[config.mk]
export PLATFORM = sky130hd
export DESIGN_NAME = byte_alu_unit
export DESIGN_NICKNAME = d
export VERILOG_FILES = /design/src/rtl/alu8_pkg.sv /design/src/rtl/alu8_decode.sv /design/src/rtl/alu8_addsub.sv /design/src/rtl/alu8_logic.sv /design/src/rtl/byte_alu_unit.sv
export SDC_FILE = /design/constraint.sdc
export NUM_CORES = 1
export LEC_CHECK = 0
export BUFFER_PORTS_ARGS = -buffer_cell sky130_fd_sc_hd__buf_4
export CORE_MARGIN = 3
export CORE_UTILIZATION = 55
export CTS_CLUSTER_DIAMETER = 80
export DETAILED_ROUTE_END_ITERATION = 16
export PLACE_DENSITY = 0.78
export SLEW_MARGIN = 20
export SYNTH_ARGS = -nofsm -noshare
export SYNTH_HDL_FRONTEND = slang
export SYNTH_SLANG_ARGS = --single-unit
[constraint.sdc]
create_clock -name clk -period 12.3 [get_ports clk]
set_input_delay 0.615 -clock clk [delete_from_list [all_inputs] [get_ports clk]]
set_output_delay 0.615 -clock clk [all_outputs]
set_load 0.03 [all_outputs]
[src/rtl/alu8_pkg.sv]
package alu8_pkg;

    localparam int OP_W = 5;

    typedef enum logic [OP_W-1:0] {
        OP_ADD  = 5'd0,
        OP_ADC  = 5'd1,
        OP_SUB  = 5'd2,
        OP_SBC  = 5'd3,
        OP_SUBI = 5'd4,
        OP_SBCI = 5'd5,
        OP_AND  = 5'd6,
        OP_OR   = 5'd7,
        OP_XOR  = 5'd8,
        OP_ANDI = 5'd9,
        OP_ORI  = 5'd10,
        OP_COM  = 5'd11,
        OP_NEG  = 5'd12,
        OP_INC  = 5'd13,
        OP_DEC  = 5'd14,
        OP_TST  = 5'd15,
        OP_CLR  = 5'd16,
        OP_SER  = 5'd17,
        OP_SBR  = 5'd18,
        OP_CBR  = 5'd19
    } alu_op_e;

    // first operand source
    typedef enum logic {
        ASEL_DST  = 1'b0,
        ASEL_ZERO = 1'b1
    } a_sel_e;

    // second operand source
    typedef enum logic [1:0] {
        BSEL_SRC = 2'd0,
        BSEL_IMM = 2'd1,
        BSEL_DST = 2'd2,
        BSEL_ONE = 2'd3
    } b_sel_e;

    // adder carry-in source
    typedef enum logic [1:0] {
        CIN_ZERO  = 2'd0,
        CIN_ONE   = 2'd1,
        CIN_FLAG  = 2'd2,
        CIN_NFLAG = 2'd3
    } cin_sel_e;

    typedef enum logic [2:0] {
        LF_AND  = 3'd0,
        LF_OR   = 3'd1,
        LF_XOR  = 3'd2,
        LF_ANDN = 3'd3,
        LF_NOTA = 3'd4,
        LF_ONES = 3'd5
    } logic_fn_e;

    typedef struct packed {
        logic      use_arith;
        a_sel_e    a_sel;
        b_sel_e    b_sel;
        logic      invert_b;
        cin_sel_e  cin_sel;
        logic_fn_e lfn;
        logic      carry_upd;
        logic      write;
    } alu_ctrl_t;

    function automatic alu_ctrl_t decode_op(input logic [OP_W-1:0] code);
        alu_ctrl_t c;
        c.use_arith = 1'b0;
        c.a_sel     = ASEL_DST;
        c.b_sel     = BSEL_DST;
        c.invert_b  = 1'b0;
        c.cin_sel   = CIN_ZERO;
        c.lfn       = LF_AND;
        c.carry_upd = 1'b0;
        c.write     = 1'b1;
        case (code)
            OP_ADD:  begin c.use_arith = 1'b1; c.b_sel = BSEL_SRC; c.carry_upd = 1'b1; end
            OP_ADC:  begin c.use_arith = 1'b1; c.b_sel = BSEL_SRC; c.cin_sel = CIN_FLAG;
                           c.carry_upd = 1'b1; end
            OP_SUB:  begin c.use_arith = 1'b1; c.b_sel = BSEL_SRC; c.invert_b = 1'b1;
                           c.cin_sel = CIN_ONE; c.carry_upd = 1'b1; end
            OP_SBC:  begin c.use_arith = 1'b1; c.b_sel = BSEL_SRC; c.invert_b = 1'b1;
                           c.cin_sel = CIN_NFLAG; c.carry_upd = 1'b1; end
            OP_SUBI: begin c.use_arith = 1'b1; c.b_sel = BSEL_IMM; c.invert_b = 1'b1;
                           c.cin_sel = CIN_ONE; c.carry_upd = 1'b1; end
            OP_SBCI: begin c.use_arith = 1'b1; c.b_sel = BSEL_IMM; c.invert_b = 1'b1;
                           c.cin_sel = CIN_NFLAG; c.carry_upd = 1'b1; end
            OP_AND:  begin c.b_sel = BSEL_SRC; c.lfn = LF_AND;  end
            OP_OR:   begin c.b_sel = BSEL_SRC; c.lfn = LF_OR;   end
            OP_XOR:  begin c.b_sel = BSEL_SRC; c.lfn = LF_XOR;  end
            OP_ANDI: begin c.b_sel = BSEL_IMM; c.lfn = LF_AND;  end
            OP_ORI:  begin c.b_sel = BSEL_IMM; c.lfn = LF_OR;   end
            OP_COM:  begin c.lfn = LF_NOTA; end
            OP_NEG:  begin c.use_arith = 1'b1; c.a_sel = ASEL_ZERO; c.b_sel = BSEL_DST;
                           c.invert_b = 1'b1; c.cin_sel = CIN_ONE; c.carry_upd = 1'b1; end
            OP_INC:  begin c.use_arith = 1'b1; c.b_sel = BSEL_ONE; end
            OP_DEC:  begin c.use_arith = 1'b1; c.b_sel = BSEL_ONE; c.invert_b = 1'b1;
                           c.cin_sel = CIN_ONE; end
            OP_TST:  begin c.b_sel = BSEL_DST; c.lfn = LF_AND; c.write = 1'b0; end
            OP_CLR:  begin c.b_sel = BSEL_DST; c.lfn = LF_XOR; end
            OP_SER:  begin c.lfn = LF_ONES; end
            OP_SBR:  begin c.b_sel = BSEL_IMM; c.lfn = LF_OR;   end
            OP_CBR:  begin c.b_sel = BSEL_IMM; c.lfn = LF_ANDN; end
            default: begin c.write = 1'b0; end
        endcase
        return c;
    endfunction

    function automatic logic pick_cin(input cin_sel_e sel, input logic flag);
        case (sel)
            CIN_ONE:   return 1'b1;
            CIN_FLAG:  return flag;
            CIN_NFLAG: return ~flag;
            default:   return 1'b0;
        endcase
    endfunction

endpackage

[src/rtl/alu8_decode.sv]
module alu8_decode
    import alu8_pkg::*;
(
    input  logic [OP_W-1:0] op_code,
    output alu_ctrl_t       ctrl
);
    always_comb begin
        ctrl = decode_op(op_code);
    end
endmodule

[src/rtl/alu8_addsub.sv]
module alu8_addsub #(
    parameter int WIDTH = 8
) (
    input  logic [WIDTH-1:0] a,
    input  logic [WIDTH-1:0] b,
    input  logic             invert_b,
    input  logic             cin,
    output logic [WIDTH-1:0] sum,
    output logic             cout
);
    logic [WIDTH-1:0] bx;
    logic [WIDTH:0]   chain;

    assign bx       = b ^ {WIDTH{invert_b}};
    assign chain[0] = cin;

    for (genvar i = 0; i < WIDTH; i++) begin : g_cell
        logic p;
        assign p          = a[i] ^ bx[i];
        assign sum[i]     = p ^ chain[i];
        assign chain[i+1] = (a[i] & bx[i]) | (chain[i] & p);
    end

    assign cout = chain[WIDTH];
endmodule

[src/rtl/alu8_logic.sv]
module alu8_logic
    import alu8_pkg::*;
#(
    parameter int WIDTH = 8
) (
    input  logic [WIDTH-1:0] a,
    input  logic [WIDTH-1:0] b,
    input  logic_fn_e        fn,
    output logic [WIDTH-1:0] y
);
    always_comb begin
        case (fn)
            LF_AND:  y = a & b;
            LF_OR:   y = a | b;
            LF_XOR:  y = a ^ b;
            LF_ANDN: y = a & ~b;
            LF_NOTA: y = ~a;
            LF_ONES: y = {WIDTH{1'b1}};
            default: y = a;
        endcase
    end
endmodule

[src/rtl/byte_alu_unit.sv]
module byte_alu_unit
    import alu8_pkg::*;
#(
    parameter int WIDTH = 8
) (
    input  logic             clk,
    input  logic             rst,
    input  logic             op_valid,
    input  logic [4:0]       op_code,
    input  logic [WIDTH-1:0] dst_in,
    input  logic [WIDTH-1:0] src_in,
    input  logic [WIDTH-1:0] imm_in,
    input  logic             carry_in,
    output logic             out_valid,
    output logic [WIDTH-1:0] result,
    output logic             wr_en,
    output logic             carry_out,
    output logic             zero_out,
    output logic             neg_out
);
    localparam int MSB = WIDTH - 1;
    localparam logic [WIDTH-1:0] ONE_W = WIDTH'(1);

    alu_ctrl_t        ctrl;
    logic [WIDTH-1:0] opa, opb;
    logic [WIDTH-1:0] sum_w, logic_w, res_d;
    logic             cout_w, cin_w, carry_d;

    alu8_decode u_dec (
        .op_code (op_code),
        .ctrl    (ctrl)
    );

    always_comb begin
        opa = (ctrl.a_sel == ASEL_ZERO) ? '0 : dst_in;
        case (ctrl.b_sel)
            BSEL_SRC: opb = src_in;
            BSEL_IMM: opb = imm_in;
            BSEL_ONE: opb = ONE_W;
            default:  opb = dst_in;
        endcase
        cin_w = pick_cin(ctrl.cin_sel, carry_in);
    end

    alu8_addsub #(.WIDTH(WIDTH)) u_add (
        .a        (opa),
        .b        (opb),
        .invert_b (ctrl.invert_b),
        .cin      (cin_w),
        .sum      (sum_w),
        .cout     (cout_w)
    );

    alu8_logic #(.WIDTH(WIDTH)) u_lgc (
        .a  (opa),
        .b  (opb),
        .fn (ctrl.lfn),
        .y  (logic_w)
    );

    always_comb begin
        res_d = ctrl.use_arith ? sum_w : logic_w;
        // subtract forms report borrow, which is the inverted adder carry
        if (ctrl.carry_upd) carry_d = ctrl.invert_b ? ~cout_w : cout_w;
        else                carry_d = carry_in;
    end

    always_ff @(posedge clk) begin
        if (rst) begin
            out_valid <= 1'b0;
            wr_en     <= 1'b0;
            result    <= '0;
            carry_out <= 1'b0;
            zero_out  <= 1'b0;
            neg_out   <= 1'b0;
        end else begin
            out_valid <= op_valid;
            wr_en     <= op_valid & ctrl.write;
            if (op_valid) begin
                result    <= res_d;
                carry_out <= carry_d;
                zero_out  <= (res_d == '0);
                neg_out   <= res_d[MSB];
            end
        end
    end
endmodule

==> results.json, run 1 <==
{
  "outcome": "finished, final reports clean",
  "cts_tree": "yes",
  "final_nets": 385,
  "endpoint_kind": "flop",
  "fp.dieH_um": 70.12,
  "setup_violations": 0,
  "tightest_slew_ns": 0.7340,
  "worstPathRequired_ns": 12.45,
  "critPathLaunch": "op_code[2]",
  "drive_gt1_share_pct": 19.46,
  "whs_ns": 0.4770,
  "fin_crit_sh_pct": 48.80,
  "synthArstFlopShare_pct": 0,
  "slew_headroom_pct": 50.69,
  "reg2reg_setup_slack_ns": 11.56,
  "rows": 22,
  "drv_cap": 0,
  "grt_max_degree": 42,
  "slew_violations": 0,
  "start_kind": "input pin",
  "synth_area_um2": 2261,
  "drtIter0Drc": 333,
  "yosysTopAreaCell": "dfxtp_1",
  "power_density_nw_per_um2": 78.67,
  "start_util_pct": 59.52,
  "clk_latency_ns": 0.24,
  "p_leak_nw": 1.087,
  "dpl.hpwl_um": 5029,
  "synth_cells": 307,
  "cts_resized": 0,
  "ant_nets": 0,
  "reg2reg_to": "result[6]",
  "synth.top_cell.area_share_pct": 10.63,
  "clk_pin_slew_worst_paths_ns": 0.05,
  "via_per_inst": 6.356,
  "port_buffers": 45,
  "finalHoldViolCount": 0,
  "finClkSkew_ns": 0,
  "vdd_drop_max_uv": 59.40,
  "worst_r2r_startpoint": "result[6]",
  "ys_seq_area_share_pct": 10.63,
  "synth_nets": 356,
  "rsz0062_at_grt": "false",
  "grt_pass1_wl_um": 10820,
  "synth_area_leaders": "dfxtp_1 (11%), fa_1 (7.1%), nor2_1 (6.1%)",
  "nFillCells": 333,
  "cts_buffer_depth": 2,
  "crit_path_end": "zero_out",
  "core_area_um2": 3799,
  "hp-class": "reg -> reg",
  "routed_wl_um": 6584,
  "fmax_mhz": 166.6,
  "drc": 0,
  "post-cts-setup-buffer-count": 0,
  "synth_warnings": 0,
  "finalWeightedCongestion": 0.9692,
  "hold_depth": 2,
  "cts_root_buffer": "clkbuf_8",
  "period_minus_slack_ns": 6.003,
  "overflow": 0,
  "postCtsHoldBufs": 0,
  "synth_seq_cells": 12,
  "gr-usage-all-layers_pct": 27.01,
  "synthFlopType": "dfxtp_1",
  "synth.avg_cell_area_um2": 7.365,
  "critPathKind": "in -> reg",
  "grt_pass1_vias": 2197,
  "ys_types": 66,
  "cts_buffers": 3,
  "r2r_cells": 3,
  "final_cell_mix": "buf_4 (46), nor2_1 (37), nand2_1 (33)",
  "cts_max_level": 1,
  "dieArea_um2": 4916,
  "hp-start": "zero_out",
  "ios": 46,
  "die_w_um": 70.12,
  "drt-wirelength-per-cell_um": 17.24,
  "setup_tns_ns": 0,
  "layout_commonest_cell": "buf_4",
  "diodes": 0,
  "arrival_ns": 6.15,
  "drtPass1Iterations": 5,
  "synth_edf_count": 0,
  "antenna_found_initial": 0,
  "vias": 2428,
  "worstPathMaxFanout": 40,
  "area_growth_pct": 14.22,
  "cts.sinks": 12
}
-- synthesized netlist by cell type, drive strengths merged, types with 4 or more instances --
master / n
nor2: 39
nand2: 34
o21ai: 23
buf: 17
a21oi: 16
inv: 15
dfxtp: 12
fa: 8
ha: 8
mux2i: 8
nor3: 8
o211ai: 7
o21a: 7
xor2: 7
xnor2: 6
clkbuf: 5
nor2b: 5
nor3b: 5
a211oi: 4
and2: 4
nand4: 4
-- flip-flops by register name, indices dropped and copies added (netlist names) --
register,cells
result,8
carry_out,1
out_valid,1
wr_en,1
zero_out,1
-- how the worst min path moves through the flow --
stage          slack (ns)         to
6_report             0.48   zero_out
5_1_grt              0.50   zero_out
4_1_cts              0.48   zero_out
2_1_floorplan        0.60  result[4]
3_5_place_dp         0.47   zero_out
3_3_place_gp         0.47   zero_out
-- per-stage QoR --
step / util [%] / power, W / area (um^2) / cells / worst slack [ns]
finish: 67.98 / 0.0002032 / 2582 / 382 / 6.297
detailed placement: 66.90 / 0.0001658 / 2541 / 379 / 6.101
floorplan: - / 0.0001321 / 2261 / 307 / 6.821
CTS: 67.98 / 0.0002029 / 2582 / 382 / 6.321
global route: 67.98 / 0.0002194 / 2582 / 382 / 5.871
global placement: 66.90 / 0.0001651 / 2541 / 379 / 6.258
-- cells by family (layout without fill, tap and decap cells) --
group                      count (synthesis)  count (layout)  share of synthesized area [%]
xor gates and xnor gates                  13              13                          5.036
buffers and inverters                     37              64                          8.024
AOI/OAI and AO/OA                        100             100                          32.49
muxes                                     11              11                          5.202
and+or+nand+nor                          118             118                          27.12
adders and majority gates                 16              16                          11.51
DFF                                       12              12                          10.63
-- layer usage --
layer / GRT usage, % / vias to the layer above / wire length, um
met5: 0 / - / 0
met4: 12.55 / 0 / 255
met3: 4.173 / 22 / 457
met2: 42.50 / 110 / 3128
met1: 36.08 / 1104 / 2742
li1: - / 1192 / -
-- power breakdown --
part / switching, W / internal (W) / leakage (nW)
Sequential: 0.00000183 / 0.0000427 / 0.0993
Clock: 0.0000137 / 0.0000215 / 0.0216
Combinational: 0.0000719 / 0.0000515 / 0.966
-- final cells by class --
type                    instances  area [um^2]  area share (%)
repair buffers                 46        345.3           13.37
flip-flops and latches         12        240.2           9.302
inverters                      15        56.30           2.180
well taps                      48        60.06           2.326
multi-input cells             258         1839           71.22
clock buffers                   3        41.29           1.599
-- critical path, stage by stage --
cell and delay, ns:
buf_4 0.34, or4b_4 0.55, and2_1 0.16, o32ai_1 0.28, inv_1 0.08, mux2i_1 0.24
xor2_1 0.13, fa_1 0.42, fa_1 0.38, fa_1 0.39, fa_1 0.36, inv_1 0.07
fa_1 0.15, inv_1 0.05, fa_1 0.39, fa_1 0.43, fa_1 0.50, a32oi_1 0.09
nor3_1 0.27, nand4b_1 0.12, o32ai_1 0.12
No activity file was read; power rests on OpenSTA's default activity.
==> inputs of run 2 (changes only) <==
==> constraint.sdc (replaced) <==
create_clock -name clk -period 6 [get_ports clk]
set_input_delay 0.3 -clock clk [delete_from_list [all_inputs] [get_ports clk]]
set_output_delay 0.3 -clock clk [all_outputs]
set_load 0.03 [all_outputs]
==> run 2 against run 1 <==
Effect of this change: sequential power grew 110%; cell area increased by 2.3%; wire length is 7.3% higher; core utilization up 1.5 points; power grew 120%; sequential cell count unchanged; critical path type unchanged; largest cell class unchanged.
==> results.json, run 2 (synthesized netlist as in run 1, its figures left out) <==
{
  "outcome": "finished, final reports clean",
  "via_per_inst": 6.496,
  "layout_commonest_cell": "buf_4",
  "cts_root_buffer": "clkbuf_8",
  "design_area_um2": 2641,
  "port_buffers": 45,
  "drive_gt1_share_pct": 21.11,
  "vias": 2527,
  "drtPass1Iterations": 4,
  "p_leak_nw": 1.124,
  "start_kind": "input pin",
  "fin_crit_sh_pct": 94.02,
  "cts.sinks": 12,
  "diodes": 0,
  "reg2reg_to": "result[6]",
  "rows": 22,
  "reg2reg_setup_slack_ns": 5.20,
  "overflow": 0,
  "crit_chain": "buf_4 > or4b_4 > and2_1 > o32ai_1 > inv_1 > mux2i_1 > xor2_1 > fa_1 > fa_1 > fa_1 > fa_1 > inv_1 > fa_1 > inv_1 > fa_1 > fa_1 > fa_1 > a32oi_1 > nor3_1 > nand4b_1 > o32ai_1",
  "cts_buffers": 3,
  "finalWeightedCongestion": 0.9122,
  "arrival_ns": 5.78,
  "top_layer": "met4",
  "ant_nets": 0,
  "met3WireLength_um": 585,
  "critPathLaunch": "op_code[2]",
  "dpl.hpwl_um": 5296,
  "wl_met2_um": 3303,
  "antenna_found_initial": 0,
  "grt_max_degree": 31,
  "largest_register": "result",
  "setup_tns_ns": 0,
  "hold_depth": 2,
  "clk_pin_slew_worst_paths_ns": 0.05,
  "routed_wl_um": 7064,
  "fp.dieH_um": 70.12,
  "grt_pass1_vias": 2411,
  "crit_path_end": "zero_out",
  "cts_max_level": 1,
  "crit_buf_inv": 4,
  "slew_violations": 0,
  "slowest_delay_ns": 0.54,
  "grt_pass1_wl_um": 11700,
  "path_depth": 21,
  "post-cts-setup-buffer-count": 0,
  "drtIter0Drc": 244,
  "crit_family": "adder cells",
  "utilization_pct": 69.53,
  "critPathKind": "in -> reg",
  "final_cell_mix": "buf_4 (52), nor2_1 (37), nand2_1 (33)",
  "postCtsHoldBufs": 0,
  "fmax_mhz": 177.3,
  "finalHoldViolCount": 0,
  "worstPathMaxFanout": 26,
  "endpoint_kind": "flop",
  "start_util_pct": 59.52,
  "drt-met1-wl_um": 2976,
  "vdd_drop_max_uv": 145.8,
  "gr-usage-all-layers_pct": 29.09,
  "period_minus_slack_ns": 5.641,
  "worst_r2r_startpoint": "result[6]",
  "cts_resized": 0,
  "area_growth_pct": 16.82,
  "drt-wirelength-per-cell_um": 18.16,
  "hp-class": "in -> reg",
  "slowest_stage": "or4b_4",
  "dpl_cell_area_um2": 2586,
  "ios": 46,
  "dieArea_um2": 4916,
  "nFillCells": 345,
  "largest_reg_flops": 8,
  "power_density_nw_per_um2": 166.8,
  "worstPathRequired_ns": 6.14,
  "drc": 0,
  "slew_headroom_pct": 46.26,
  "rsz0062_at_grt": "false",
  "r2r_cells": 3,
  "final_nets": 391,
  "cts_buffer_depth": 2,
  "core_area_um2": 3799,
  "tightest_slew_ns": 0.8000,
  "die_w_um": 70.12,
  "cts_tree": "yes",
  "clk_latency_ns": 0.24,
  "crit_top_cell": "fa_1",
  "drv_cap": 0,
  "setup_violations": 0,
  "finClkSkew_ns": 0
}
[run 2: cell count changes in the layout (fill, tap and decap cells not counted), sizes merged]
cell / previous run / this run
buf: 46 / 52
clkbuf: 3 / 4
[run 2: through the flow]
| step | total power, W | setup slack [ns] | cells | hold slack, ns |
|---|---|---|---|---|
| after global placement | 0.0003421 | 0.3698 | 385 | 0.4691 |
| after floorplan | 0.0002708 | 0.8363 | 307 | 0.3831 |
| after CTS | 0.0004387 | 0.4251 | 389 | 0.3264 |
| final | 0.0004404 | 0.3588 | 389 | 0.3274 |
| after detailed placement | 0.0003471 | 0.2460 | 385 | 0.4734 |
| after global routing | 0.0004729 | 0.006802 | 389 | 0.3438 |
[run 2: layer usage]
layer	global-route usage (%)	vias to the layer above
li1	-	1201
met1	37.03	1165
met2	49.00	140
met3	6.619	21
met4	8.298	0
met5	0	-
[run 2: layout make-up]
type	instances	area [um^2]	area share, %
multi-input cells	258	1839	69.64
well taps	48	60.06	2.274
inverters	15	56.30	2.132
flip-flops and latches	12	240.2	9.095
repair buffers	52	390.4	14.78
clock buffers	4	55.05	2.084
[run 2: power by group]
group,switching (W),leakage [nW],internal (W)
sequential,0.00000403,0.0993,0.0000874
clock,0.0000302,0.0288,0.0000580
combinational,0.000152,0.996,0.000109
total,0.000186,1.12,0.000254
[run 2: worst min path at each step]
| stage | end | startpoint | slack [ns] |
|---|---|---|---|
| floorplan | out_valid | rst | 0.38 |
| global placement | zero_out | zero_out | 0.47 |
| detailed placement | result[4] | result[4] | 0.47 |
| CTS | carry_out | rst | 0.33 |
| global route | carry_out | rst | 0.34 |
| finish | result[1] | rst | 0.33 |
